File: src/rtl/fpx_pkg.sv
package fpx_pkg;

   localparam int CAUSE_W = 13;
   localparam int FLAG_W  = 8;

   // cause vector bit positions
   localparam int C_SNAN  = 0;
   localparam int C_QNAN  = 1;
   localparam int C_ISI   = 2;
   localparam int C_IDI   = 3;
   localparam int C_ZDZ   = 4;
   localparam int C_IMZ   = 5;
   localparam int C_CVT   = 6;
   localparam int C_CMP   = 7;
   localparam int C_SQRT  = 8;
   localparam int C_OVF   = 9;
   localparam int C_UNF   = 10;
   localparam int C_DZ    = 11;
   localparam int C_INX   = 12;

   // flag field bit positions
   localparam int F_INV   = 0;
   localparam int F_SNAN  = 1;
   localparam int F_QNAN  = 2;
   localparam int F_OVF   = 3;
   localparam int F_UNF   = 4;
   localparam int F_INF   = 5;
   localparam int F_DZ    = 6;
   localparam int F_INX   = 7;

   localparam logic [CAUSE_W-1:0] INV_CAUSE_MASK = 13'h01FF;
   localparam logic [CAUSE_W-1:0] INF_CAUSE_MASK = 13'h000C;

   typedef logic [CAUSE_W-1:0] cause_vec_t;
   typedef logic [FLAG_W-1:0]  flag_vec_t;

endpackage

File: src/rtl/fpx_cause_map.sv
module fpx_cause_map
   import fpx_pkg::*;
(
   input  logic      clk,
   input  logic      rst_n,
   input  cause_vec_t cause_i,
   output flag_vec_t  flags_o
);

   always_comb begin
      flags_o         = '0;
      flags_o[F_INV]  = |(cause_i & INV_CAUSE_MASK);
      flags_o[F_SNAN] = cause_i[C_SNAN];
      flags_o[F_QNAN] = cause_i[C_QNAN];
      flags_o[F_OVF]  = cause_i[C_OVF];
      flags_o[F_UNF]  = cause_i[C_UNF];
      flags_o[F_INF]  = |(cause_i & INF_CAUSE_MASK);
      flags_o[F_DZ]   = cause_i[C_DZ];
      flags_o[F_INX]  = cause_i[C_INX];
   end

   // every NaN cause also marks the operation invalid
   p_nan_is_invalid_r4: assert property (@(posedge clk) disable iff (!rst_n)
      (cause_i[C_SNAN] || cause_i[C_QNAN]) |-> flags_o[F_INV]);

   // infinity causes are a subset of invalid causes
   p_inf_is_invalid_r6: assert property (@(posedge clk) disable iff (!rst_n)
      flags_o[F_INF] |-> flags_o[F_INV]);

   // divide-by-zero and inexact never imply invalid on their own
   p_dz_inx_not_invalid_r7: assert property (@(posedge clk) disable iff (!rst_n)
      ((cause_i & INV_CAUSE_MASK) == '0) |-> !flags_o[F_INV]);

endmodule

File: src/rtl/fpx_flag_store.sv
module fpx_flag_store
   import fpx_pkg::*;
#(
   parameter bit WRITE_WINS = 1'b1
)(
   input  logic      clk,
   input  logic      rst_n,
   input  logic      upd_en_i,
   input  flag_vec_t upd_flags_i,
   input  logic      wr_en_i,
   input  flag_vec_t wr_flags_i,
   output flag_vec_t flags_q_o
);

   flag_vec_t flags_q;
   flag_vec_t flags_d;
   flag_vec_t upd_gated;

   assign upd_gated = upd_en_i ? upd_flags_i : '0;

   generate
      if (WRITE_WINS) begin : g_write_wins
         always_comb begin
            if (wr_en_i) flags_d = wr_flags_i;
            else         flags_d = flags_q | upd_gated;
         end
      end else begin : g_write_merge
         always_comb begin
            if (wr_en_i) flags_d = wr_flags_i | upd_gated;
            else         flags_d = flags_q | upd_gated;
         end
      end
   endgenerate

   always_ff @(posedge clk or negedge rst_n) begin
      if (!rst_n) flags_q <= '0;
      else        flags_q <= flags_d;
   end

   assign flags_q_o = flags_q;

   // without a software write, no set flag can ever drop
   p_sticky_r8: assert property (@(posedge clk) disable iff (!rst_n)
      !wr_en_i |=> ((flags_q & $past(flags_q)) == $past(flags_q)));

   // idle cycles leave the field untouched
   p_hold_idle_r2: assert property (@(posedge clk) disable iff (!rst_n)
      (!wr_en_i && !upd_en_i) |=> $stable(flags_q));

   // a lone software write loads its value exactly
   p_write_load_r11: assert property (@(posedge clk) disable iff (!rst_n)
      (wr_en_i && !upd_en_i) |=> (flags_q == $past(wr_flags_i)));

endmodule

File: src/rtl/fpx_exc_gen.sv
module fpx_exc_gen
   import fpx_pkg::*;
#(
   parameter int PC_W = 32
)(
   input  logic            clk,
   input  logic            rst_n,
   input  logic            fire_i,
   input  flag_vec_t       held_flags_i,
   input  flag_vec_t       new_flags_i,
   input  logic [PC_W-1:0] pc_i,
   output logic            req_o,
   output logic [PC_W-1:0] addr_o
);

   logic            req_q;
   logic [PC_W-1:0] addr_q;
   logic            any_set;

   assign any_set = |(held_flags_i | new_flags_i);

   always_ff @(posedge clk or negedge rst_n) begin
      if (!rst_n) begin
         req_q  <= 1'b0;
         addr_q <= '0;
      end else begin
         req_q <= fire_i && any_set;
         if (fire_i && any_set) addr_q <= pc_i;
      end
   end

   assign req_o  = req_q;
   assign addr_o = addr_q;

   // the reported address belongs to the operation one cycle back
   p_addr_match_r9: assert property (@(posedge clk) disable iff (!rst_n)
      req_q |-> (addr_q == $past(pc_i)));

   // the address register only moves along with a request
   p_addr_hold_r9: assert property (@(posedge clk) disable iff (!rst_n)
      !req_q |-> $stable(addr_q));

endmodule

File: src/rtl/fpx_flag_accum.sv
module fpx_flag_accum
   import fpx_pkg::*;
#(
   parameter int PC_W       = 32,
   parameter bit WRITE_WINS = 1'b1
)(
   input  logic                 clk,
   input  logic                 rst_n,
   input  logic                 op_valid_i,
   input  logic [CAUSE_W-1:0]   op_cause_i,
   input  logic                 exc_en_i,
   input  logic [PC_W-1:0]      prev_pc_i,
   input  logic                 sw_wr_en_i,
   input  logic [FLAG_W-1:0]    sw_wr_flags_i,
   output logic [FLAG_W-1:0]    flags_o,
   output logic                 exc_req_o,
   output logic [PC_W-1:0]      exc_addr_o
);

   localparam int MIN_PC_W = 2;

   generate
      if (PC_W < MIN_PC_W) begin : g_bad_pc_w
         $error("fpx_flag_accum: PC_W must be at least 2");
      end
   endgenerate

   flag_vec_t op_flags;
   flag_vec_t held_flags;
   logic      upd_fire;

   assign upd_fire = op_valid_i && exc_en_i;

   fpx_cause_map u_map (
      .clk     (clk),
      .rst_n   (rst_n),
      .cause_i (op_cause_i),
      .flags_o (op_flags)
   );

   fpx_flag_store #(
      .WRITE_WINS (WRITE_WINS)
   ) u_store (
      .clk         (clk),
      .rst_n       (rst_n),
      .upd_en_i    (upd_fire),
      .upd_flags_i (op_flags),
      .wr_en_i     (sw_wr_en_i),
      .wr_flags_i  (sw_wr_flags_i),
      .flags_q_o   (held_flags)
   );

   fpx_exc_gen #(
      .PC_W (PC_W)
   ) u_exc (
      .clk          (clk),
      .rst_n        (rst_n),
      .fire_i       (upd_fire),
      .held_flags_i (held_flags),
      .new_flags_i  (op_flags),
      .pc_i         (prev_pc_i),
      .req_o        (exc_req_o),
      .addr_o       (exc_addr_o)
   );

   assign flags_o = held_flags;

   // disabled or absent operations never request an exception
   p_no_req_disabled_r2: assert property (@(posedge clk) disable iff (!rst_n)
      !(op_valid_i && exc_en_i) |=> !exc_req_o);

   // enabled operation with something set gives a request next cycle
   p_req_on_flag_r9: assert property (@(posedge clk) disable iff (!rst_n)
      (op_valid_i && exc_en_i && ((flags_o != '0) || (op_cause_i != '0)))
      |=> exc_req_o);

   // clean operation on clean flags stays quiet
   p_no_req_clean_r10: assert property (@(posedge clk) disable iff (!rst_n)
      (op_valid_i && exc_en_i && (flags_o == '0) && (op_cause_i == '0))
      |=> !exc_req_o);

   // a request always follows a set field, unless software rewrote it
   p_req_implies_flags_r8: assert property (@(posedge clk) disable iff (!rst_n)
      (exc_req_o && !$past(sw_wr_en_i)) |-> (flags_o != '0));

endmodule

File: config.mk
export PLATFORM = sky130hd
export DESIGN_NAME = fpx_flag_accum
export DESIGN_NICKNAME = d
export VERILOG_FILES = /design/src/rtl/fpx_pkg.sv /design/src/rtl/fpx_cause_map.sv /design/src/rtl/fpx_flag_store.sv /design/src/rtl/fpx_exc_gen.sv /design/src/rtl/fpx_flag_accum.sv
export SDC_FILE = /design/constraint.sdc
export NUM_CORES = 1
export LEC_CHECK = 0
export BUFFER_PORTS_ARGS = -buffer_cell sky130_fd_sc_hd__buf_2
export CAP_MARGIN = 0
export CORE_UTILIZATION = 42
export DETAILED_ROUTE_END_ITERATION = 6
export PLACE_DENSITY = 0.86
export SLEW_MARGIN = 20
export SYNTH_ARGS = -nofsm -noshare
export SYNTH_HDL_FRONTEND = slang
export SYNTH_SLANG_ARGS = --single-unit
File: constraint.sdc
create_clock -name clk -period 1.9 [get_ports clk]
set_input_delay 0.19 -clock clk [delete_from_list [all_inputs] [get_ports clk]]
set_output_delay 0.19 -clock clk [all_outputs]
set_load 0.01 [all_outputs]
==> flow_metrics.py, run 1 <==
metrics = {
    "min_path": {
        "worstHoldPathType": "input port to flip-flop",
        "hold_path_end": "u_store.flags_q_o[0]",
        "worstHoldPathCells": 3,
        "worstHoldStart": "sw_wr_flags_i[0]",
    },
    "power": {
        "leakagePower_nw": 1.14,
        "power_density_nw_per_um2": 884,
        "power_frac_clock_pct": 26.5,
        "internal-power_mw": 1.47,
        "vdd.ir_drop.worst_mv": 0.501,
        "power.switching_fraction_pct": 26.5,
        "combinationalPowerShare_pct": 21.1,
        "power.sequential.fraction_pct": 52.4,
        "switching_power_mw": 0.531,
    },
    "cells_and_area": {
        "filler_cell_count": 308,
        "num-nets-final": 276,
        "layout-drive-gt1-share_pct": 63.5,
        "n_antenna_cell": 0,
        "syn_to_final_growth_pct": 40.2,
        "final_design_area_excluding_fillers_sq_um": 2260,
        "stdcell_count": 267,
    },
    "setup_path": {
        "r2r.worst_path.cells": 5,
        "cp_max_fo": 19,
        "worst_setup_path_end_kind": "flip-flop",
        "timing.critical_path.slowest_stage_cell": "dfrtp_1",
        "kind_of_launch_point_of_the_worst_setup_path": "flip-flop",
        "max_stage_delay_ns": 0.39,
        "required_ns": 2.07,
        "path_cells": "nor4_1, nand3_1, o21ai_4, buf_12, mux2_2",
        "critical_path.reg2reg.endpoint": "u_exc.addr_o[31]",
        "critical_path_arrival_ns": 2.01,
        "crit-reg2reg-launch": "u_store.flags_q_o[6]",
        "timing.critical_path.from": "u_store.flags_q_o[6]",
        "r2r_setup_slack_ns": 0.05,
        "crit_type": "flip-flop to flip-flop",
    },
    "sta": {
        "report.final.setup_viol": 0,
        "final.setup.tns_ns": 0,
        "final-hold-violation-count": 0,
        "max_slew_margin_pct": 66.7,
        "slew_violations": 0,
        "tightest_slew_ns": 0.499,
        "fin_skew_ns": 0.00579,
        "setup_slack_ns": 0.0519,
        "layout_min_cycle_time_ns": 1.85,
        "period_share_pct": 97.3,
        "whs_ns": 0.112,
        "max_freq_ghz": 0.541,
        "rsz0062_at_grt": "no",
    },
    "yosys": {
        "synth_area_sq_um": 1610,
        "synthesis.yosys.warnings": 0,
        "postSynthRegisterBits": 41,
        "synth_cells": 114,
        "ys_top_cells_by_area": "dfrtp_1 64%, mux2_2 21%, o21ai_0 2.5%",
        "avgSynthCellArea_sq_um": 14.2,
        "synth_enable_flop_cells": 0,
        "synth_compound_gate_area_share_pct": 5.66,
        "yosysUniqueCellTypes": 17,
        "synth_top_family_by_area": "multiplexers",
        "fraction_of_registers_with_async_set_or_reset_after_synthesis_pct": 100,
        "synth_nets": 172,
        "ys.flop_type": "dfrtp_1",
        "synth_top_cell_area_share_pct": 63.6,
        "ys_seq_area_share_pct": 63.6,
        "synth-adder-area-share_pct": 0,
        "post_synth_mux_area_share_pct": 22.3,
        "yosys.area_share.xor_xnor_pct": 0,
        "synth_top_cell_by_area": "dfrtp_1",
        "synth_simple_gate_area_share_pct": 5.58,
    },
    "die": {
        "start_util_pct": 44.1,
        "die-width_um": 64.0,
        "design.core.area_sq_um": 3660,
        "die-area_sq_um": 4090,
        "pin_count": 99,
        "die_y_um": 64.0,
        "row_count": 22,
    },
    "flow_run": {
        "maxCapViolCount": 0,
    },
    "run_status": {
        "outcome": "completed",
    },
    "detailed_routing": {
        "drt-pass1-iter-count": 4,
        "vias": 1285,
        "final_ant_viol_nets": 0,
        "drt_iter0_drc": 86,
        "drt-wirelength-per-cell_um": 13.1,
        "route.detailed.vias_per_inst": 4.81,
        "drc": 0,
        "totalWireLength_um": 3510,
    },
    "global_route": {
        "grtUsageTotal_pct": 18.8,
        "largest_net_degree_at_the_start_of_global_routing": 42,
        "antenna_violations_before_repair": 0,
        "grt_first_pass_wirelength_um": 5710,
        "grt_pass1_vias": 1263,
        "grt-ovfl-total": 0,
    },
    "clock_network": {
        "ctsHtreeMaxLevel": 2,
        "clk_pin_slew_ns": 0.07,
        "cts_setup_buffers": 0,
        "cts-hold-fix-buffers": 1,
        "tritoncts_buffer_count": 5,
        "tritoncts": "yes",
        "cts.path.max_buffers": 2,
        "worst_skew_pair.late_latency_ns": 0.28,
        "cts-resized-gates": 0,
        "clock_sinks": 41,
        "clockRootBuffer": "clkbuf_8",
    },
    "place": {
        "hpwlAfterDp_um": 2700,
        "final_gp_congestion": 0.810,
        "placed_cells": 258,
        "place_worst_setup_slack_ns": 0.0792,
        "port-buffer-count": 98,
        "placement.cell_area_sq_um": 2170,
    },
}
registers in the layout (all words and copies together), names as in the netlist:
register	cells
u_store.flags_q_o	8
u_exc.req_o	1
u_exc.addr_o	32
worst max-delay path by stage:
stage,to,cells past startpoint
floorplan,u_exc.addr_o[0],5
global placement,u_exc.addr_o[11],5
detailed placement,u_exc.addr_o[31],5
CTS,u_exc.addr_o[31],5
global route,u_exc.addr_o[31],5
finish,u_exc.addr_o[31],5
critical path: cells and delay by family, from the launching register on:
family | cells | cell delay (ns)
AND/OR/NAND/NOR | 2 | 0.57
multiplexers | 1 | 0.35
AO/OA/AOI/OAI | 1 | 0.23
buffers and inverters | 1 | 0.19
flip-flops | 1 | 0.39
power groups by stage:
stage,clock network [mW],logic [mW],registers [mW]
floorplan,0,0.140,1.12
detailed placement,0,0.427,1.07
global route,0.587,0.463,1.06
CTS,0.547,0.430,1.05
global placement,0,0.412,1.06
finish,0.530,0.422,1.05
area by class of cell:
cell class | count | area, sq um | area share [%]
sequential | 41 | 1030 | 45.4
timing repair buffer | 102 | 548 | 24.2
multi-input combinational | 67 | 542 | 23.9
clock buffer | 6 | 72.6 | 3.21
tap | 48 | 60.1 | 2.65
clock inverter | 2 | 10.0 | 0.442
inverter | 1 | 3.75 | 0.166
synth_stat cells, types with 2 or more instances:
library cell	n
dfrtp_1	41
mux2_2	30
a21oi_1	7
nand2_1	8
mux2_1	2
nor4_1	4
nor2_1	2
buf_6	3
o21ai_0	8
nand3_1	2
layout by cell type (no fill, tap or decap):
master          n
a21oi_1         7
and2_1          1
buf_12          2
buf_2          98
buf_4           1
clkbuf_1        1
clkbuf_8        5
clkinv_2        2
dfrtp_1        41
dlygate4sd3_1   1
inv_1           1
mux2_1          2
mux2_2         30
nand2_1         8
nand3_1         2
nor2_1          2
nor2b_1         1
nor3_1          1
nor4_1          4
o21ai_0         8
o21ai_4         1
per-layer routing:
metal	wire length, um	share of wire (%)	GRT usage (%)
met5	0	0	0
met4	48	1.4	7.95
met2	1750	50	31.4
met1	1410	40	21.9
met3	295	8.4	6.43
through the flow:
step | utilization (%) | power, mW
floorplan | - | 1.26
global placement | 59.3 | 1.47
detailed placement | 59.3 | 1.49
CTS | 61.8 | 2.03
global route | 61.8 | 2.11
finish | 61.8 | 2.00
cells by family after synthesis:
logic type      after synthesis
mux                          32
flops                        41
compound gates               16
simple gates                 19
buf+inv                       6
Power figures use the tool's default switching activity.
==> inputs of run 2 (changes only) <==
Settings changed: PLACE_DENSITY 0.86 to 0.88.
==> run 2 against run 1 <==
Net effect:
- register-to-register slack better by 0.09 ns
- total power up 8.3%
- sequential cell count unchanged
- maximum frequency is 4.9% higher
- final area grew 1.4%
- die area did not move
- routed wire length is 6.2% lower
- non-clock buffer count is 1 higher
- cell count up 0.37%
- combinational power fell by 1%
- sequential power is essentially flat
- worst hold slack better by 0.0058 ns
- critical endpoint is now u_exc.addr_o[15]
==> flow_metrics.py, run 2 (synthesis results as in run 1) <==
metrics = {
    "setup_path": {
        "critical-path-top-delay-family": "simple AND/OR/NAND/NOR gates",
        "r2r.worst_path.cells": 5,
        "worst_setup_path_end_kind": "flip-flop",
        "kind_of_launch_point_of_the_worst_setup_path": "flip-flop",
        "r2r_setup_slack_ns": 0.14,
        "path_cells": "nor4_1, nand3_1, o21ai_4, buf_12, mux2_2",
        "cp_max_fo": 29,
        "timing.critical_path.slowest_stage_cell": "dfrtp_1",
        "required_ns": 2.06,
        "crit_type": "flip-flop to flip-flop",
        "critical_path_arrival_ns": 1.92,
        "critical_path.reg2reg.endpoint": "u_exc.addr_o[15]",
        "max_stage_delay_ns": 0.40,
        "critPathBufInv": 1,
        "crit-reg2reg-launch": "u_store.flags_q_o[5]",
    },
    "die": {
        "row_count": 22,
        "die-width_um": 64.0,
        "design.core.area_sq_um": 3660,
        "die_y_um": 64.0,
        "pin_count": 99,
        "start_util_pct": 44.1,
        "die-area_sq_um": 4090,
    },
    "cells_and_area": {
        "final_util_pct": 62.7,
        "syn_to_final_growth_pct": 42.2,
        "largest_register_ffs": 32,
        "final-seq-area_sq_um": 1030,
        "filler_cell_count": 279,
        "final_design_area_excluding_fillers_sq_um": 2290,
        "layout-drive-gt1-share_pct": 64.1,
        "layout_commonest_cell": "buf_2",
        "mostFrequentLayoutCells": "98 x buf_2, 41 x dfrtp_1, 30 x mux2_2",
        "multi_input_comb_area_sq_um": 542,
        "num-nets-final": 277,
        "n_antenna_cell": 0,
    },
    "sta": {
        "rsz0062_at_grt": "no",
        "max_slew_margin_pct": 67.7,
        "final-hold-violation-count": 0,
        "layout_min_cycle_time_ns": 1.76,
        "tightest_slew_ns": 0.484,
        "slew_violations": 0,
        "whs_ns": 0.118,
        "period_share_pct": 92.7,
        "final.setup.tns_ns": 0,
        "report.final.setup_viol": 0,
        "max_freq_ghz": 0.568,
        "fin_skew_ns": 0.00255,
    },
    "global_route": {
        "grt_pass1_vias": 1234,
        "antenna_violations_before_repair": 0,
        "grtUsageTotal_pct": 17.6,
        "grt_first_pass_wirelength_um": 5460,
        "grt-ovfl-total": 0,
        "largest_net_degree_at_the_start_of_global_routing": 30,
    },
    "run_status": {
        "outcome": "completed",
    },
    "detailed_routing": {
        "drc": 0,
        "drt_iter0_drc": 52,
        "drt-wirelength-per-cell_um": 12.3,
        "totalWireLength_um": 3300,
        "vias": 1258,
        "drt-pass1-iter-count": 2,
        "final_ant_viol_nets": 0,
        "route.detailed.vias_per_inst": 4.69,
    },
    "min_path": {
        "hold_path_end": "u_store.flags_q_o[7]",
        "worstHoldPathType": "input port to flip-flop",
        "worstHoldPathCells": 3,
        "worstHoldStart": "sw_wr_flags_i[7]",
    },
    "power": {
        "vdd.ir_drop.worst_mv": 0.548,
        "power_density_nw_per_um2": 944,
        "leakagePower_nw": 1.15,
    },
    "place": {
        "hpwlAfterDp_um": 2640,
        "port-buffer-count": 98,
        "final_gp_congestion": 0.774,
        "placement.cell_area_sq_um": 2160,
    },
    "clock_network": {
        "worst_skew_pair.late_latency_ns": 0.28,
        "tritoncts": "yes",
        "clockRootBuffer": "clkbuf_8",
        "tritoncts_buffer_count": 5,
        "cts.path.max_buffers": 2,
        "clk_pin_slew_ns": 0.07,
        "clock_sinks": 41,
        "ctsHtreeMaxLevel": 2,
    },
    "flow_run": {
        "maxCapViolCount": 0,
    },
}
[run 2: cell count changes in the layout (fill, tap and decap cells not counted)]
cell / before / now
clkbuf_1: 1 / 0
buf_12: 2 / 1
buf_4: 1 / 3
bufinv_16: 0 / 1
clkinv_2: 2 / 0
clkinvlp_4: 0 / 1
clkbuf_8: 5 / 6
[run 2: how the worst max path moves through the flow]
stage | start | slack [ns] | cells past startpoint | end
after floorplan | u_store.flags_q_o[5] | 0.24 | 5 | u_exc.addr_o[0]
after global placement | u_store.flags_q_o[5] | 0.14 | 5 | u_exc.addr_o[28]
after detailed placement | u_store.flags_q_o[5] | 0.12 | 5 | u_exc.addr_o[10]
after CTS | u_store.flags_q_o[5] | 0.11 | 5 | u_exc.addr_o[10]
after global routing | u_store.flags_q_o[5] | 0.01 | 5 | u_exc.addr_o[5]
final | u_store.flags_q_o[5] | 0.14 | 5 | u_exc.addr_o[15]
[run 2: stage by stage]
stage / cells / worst slack (ns) / total power, mW
detailed placement: 259 / 0.124 / 1.49
CTS: 268 / 0.109 / 2.20
floorplan: 114 / 0.237 / 1.26
global placement: 259 / 0.141 / 1.47
finish: 268 / 0.139 / 2.17
global route: 268 / 0.00954 / 2.29
[run 2: worst min-delay path, cell delays in order]
cell and delay, ns:
buf_2 0.07, nand2_1 0.04, o21ai_0 0.06
[run 2: cell type report]
class	instances	share of cell area [%]
Clock buffer	6	3.60
Tap cell	48	2.62
Clock inverter	2	1.64
Sequential cell	41	44.7
Inverter	1	0.164
Multi-Input combinational cell	67	23.6
Timing Repair Buffer	103	23.7
[run 2: where the power goes]
group	leakage [nW]	switching, mW	internal [mW]
Combinational	0.613	0.193	0.223
Clock	0.0574	0.276	0.427
Sequential	0.484	0.0575	0.990
Total	1.15	0.527	1.64
[run 2: what timing repair did]
item	4_1_cts	5_1_grt
endpoints found under the hold margin	21	0
buffers inserted	0	0
hold buffers	1	0
gates resized for setup	0	0
[run 2: routing by layer]
metal | part of all wire [%] | wire length [um] | track usage [%]
met5 | 0 | 0 | 0
met1 | 43 | 1420 | 20.9
met4 | 0.79 | 26 | 5.97
met2 | 49 | 1600 | 30.6
met3 | 7.4 | 245 | 4.64
==> inputs of run 3 (changes only) <==
--- a/config.mk
+++ b/config.mk
@@ -9,5 +9,5 @@
 export CAP_MARGIN = 0
-export CORE_UTILIZATION = 42
+export CORE_UTILIZATION = 44
 export DETAILED_ROUTE_END_ITERATION = 6
-export PLACE_DENSITY = 0.88
+export PLACE_DENSITY = 0.89
 export SLEW_MARGIN = 20
@@ -15,2 +15,3 @@
 export SYNTH_HDL_FRONTEND = slang
+export SYNTH_HIERARCHICAL = 1
 export SYNTH_SLANG_ARGS = --single-unit
--- a/constraint.sdc
+++ b/constraint.sdc
@@ -3,2 +3,2 @@
 set_output_delay 0.19 -clock clk [all_outputs]
-set_load 0.01 [all_outputs]
+set_load 0.1 [all_outputs]
==> run 3 against run 2 <==
Net effect:
- cell count grew 1.9%
- routed wire length increased by 18%
- via count increased by 3.3%
- worst hold slack improved by 0.0064 ns
- sequential share of layout area shrank 3.5 points
- sequential cell count did not move
- worst setup slack improved by 0.089 ns
- combinational power rose to 3.2 times the previous value
- core utilization grew 0.098 points
- global-route usage rose by 0.99 points
==> flow_metrics.py, run 3 <==
metrics = {
    "run_status": {
        "outcome": "completed",
    },
    "sta": {
        "whs_ns": 0.125,
        "max_freq_ghz": 0.598,
        "final-hold-violation-count": 0,
        "max_slew_margin_pct": 67.2,
        "tightest_slew_ns": 0.496,
        "slew_violations": 0,
        "rsz0062_at_grt": "no",
        "fin_skew_ns": 0.00610,
        "report.final.setup_viol": 0,
        "layout_min_cycle_time_ns": 1.67,
        "period_share_pct": 88.0,
        "setup_slack_ns": 0.227,
    },
    "yosys": {
        "fraction_of_registers_with_async_set_or_reset_after_synthesis_pct": 100,
        "synth_area_sq_um": 1840,
        "synth_top_cell_by_area": "dfrtp_1",
        "synthesis.yosys.warnings": 6,
        "synth_enable_flop_cells": 0,
        "synth_top_cell_area_share_pct": 55.7,
        "yosysUniqueCellTypes": 17,
        "postSynthRegisterBits": 41,
        "avgSynthCellArea_sq_um": 15.4,
        "synth_cells": 120,
        "ys_seq_area_share_pct": 55.7,
        "ys_top_cells_by_area": "dfrtp_1 56%, mux2_4 24%, buf_6 3.1%",
        "yosysMostFrequentCell": "dfrtp_1",
        "synthTopCellsByCount": "41 x dfrtp_1, 29 x mux2_4, 9 x inv_1, 8 x a21oi_1",
        "ys.flop_type": "dfrtp_1",
        "synth_nets": 178,
    },
    "die": {
        "die_y_um": 66.7,
        "start_util_pct": 46.1,
        "die-area_sq_um": 4450,
        "pin_count": 99,
        "row_count": 23,
        "design.core.area_sq_um": 4000,
        "die-width_um": 66.7,
    },
    "clock_network": {
        "cts_setup_buffers": 0,
        "cts-resized-gates": 0,
        "tritoncts_buffer_count": 5,
        "clk_pin_slew_ns": 0.08,
        "clock_sinks": 41,
        "worst_skew_pair.late_latency_ns": 0.29,
        "clockRootBuffer": "clkbuf_8",
        "ctsHtreeMaxLevel": 2,
        "cts.path.max_buffers": 2,
        "cts-hold-fix-buffers": 1,
        "tritoncts": "yes",
    },
    "cells_and_area": {
        "layout_commonest_cell": "buf_2",
        "largest_register_ffs": 32,
        "num-nets-final": 280,
        "layout-drive-gt1-share_pct": 72.2,
        "syn_to_final_growth_pct": 36.3,
        "mostFrequentLayoutCells": "98 x buf_2, 33 x dfrtp_1, 29 x mux2_4",
        "stdcell_count": 273,
        "n_antenna_cell": 0,
    },
    "power": {
        "power_density_nw_per_um2": 1200,
        "totalPowerFinal_mw": 3.03,
        "vdd.ir_drop.worst_mv": 0.646,
        "leakagePower_nw": 1.26,
    },
    "place": {
        "placed_cells": 264,
        "port-buffer-count": 98,
        "hpwlAfterDp_um": 3010,
        "place_worst_setup_slack_ns": -0.0605,
        "final_gp_congestion": 0.736,
    },
    "setup_path": {
        "crit_type": "flip-flop to flip-flop",
        "cp_max_fo": 20,
        "critical_path_arrival_ns": 1.85,
        "required_ns": 2.08,
        "worst_setup_path_end_kind": "flip-flop",
        "kind_of_launch_point_of_the_worst_setup_path": "flip-flop",
    },
    "global_route": {
        "grtUsageTotal_pct": 18.6,
        "grt_first_pass_wirelength_um": 5950,
        "antenna_violations_before_repair": 0,
        "grt-ovfl-total": 0,
        "largest_net_degree_at_the_start_of_global_routing": 21,
        "grt_pass1_vias": 1308,
    },
    "detailed_routing": {
        "totalWireLength_um": 3870,
        "drc": 0,
        "drt-wirelength-per-cell_um": 14.2,
        "drt_iter0_drc": 35,
        "drt-pass1-iter-count": 4,
        "route.detailed.vias_per_inst": 4.76,
        "final_ant_viol_nets": 0,
        "vias": 1299,
    },
    "flow_run": {
        "maxCapViolCount": 0,
    },
    "min_path": {
        "worstHoldPathType": "input port to flip-flop",
    },
}
[run 3: changes by cell type after synthesis, sizes merged, moves of 2 or more]
cell,before,now
buf,4,12
nand3,2,0
o21ai,9,0
nor2,2,0
inv,1,9
a211oi,0,8
nand2,8,0
[run 3: worst paths after layout]
check	start	endpoint	slack (ns)	depth (start not counted)
worst min-delay path	prev_pc_i[16]	u_exc/addr_o[16]	0.12	2
max in group asynchronous	rst_n	u_store/flags_q_o[6]	1.14	3
worst max register to register	u_store/flags_q_o[2]	u_exc/addr_o[27]	0.23	4
worst max-delay path	u_store/flags_q_o[2]	u_exc/addr_o[27]	0.23	4
min in group asynchronous	rst_n	u_exc/addr_o[12]	0.27	2
worst min register to register	u_exc/addr_o[19]	u_exc/addr_o[19]	0.51	1
[run 3: where the power goes]
| group | switching (mW) | internal (mW) | leakage [nW] |
|---|---|---|---|
| clock network | 0.300 | 0.335 | 0.0549 |
| logic | 1.03 | 0.287 | 0.739 |
| registers | 0.0761 | 0.992 | 0.470 |
| total | 1.41 | 1.61 | 1.26 |
[run 3: kinds of logic (layout without fill, tap and decap cells)]
family | count (synthesis) | count (layout) | synth area share (%)
muxes | 32 | 32 | 25.5
AOI/OAI and AO/OA | 17 | 17 | 6.86
buffers and inverters | 21 | 124 | 7.60
DFF | 41 | 41 | 55.7
and+or+nand+nor | 9 | 9 | 4.41
[run 3: routing by layer]
layer	wire length, um	up-vias	global-route usage (%)
met2	1920	56	30.1
met4	66	0	8.78
li1	-	618	-
met5	0	-	0
met3	264	5	5.48
met1	1620	620	22.5
[run 3: cell type report]
class	count	area, sq um
multi-input cells	58	688
repair buffers	107	586
clock inverters	1	8.76
inverters	9	33.8
flip-flops and latches	41	1040
clock buffers	7	96.3
fillers	338	1490
well taps	50	62.6
[run 3: critical path, stage by stage (launching register included)]
cell     delay [ns]
dfrtp_2        0.43
nor4_2         0.41
a41oi_4        0.20
buf_12         0.21
mux2_4         0.30
[run 3: metrics by stage]
stage                     util, %  instance area [sq um]  TNS (ns)
after detailed placement     59.9                   2400     -1.39
final                        62.8                   2510         0
after global placement       59.9                   2400    -0.445
after global routing         62.8                   2510         0
after CTS                    62.8                   2510         0
after floorplan                 -                   1850         0
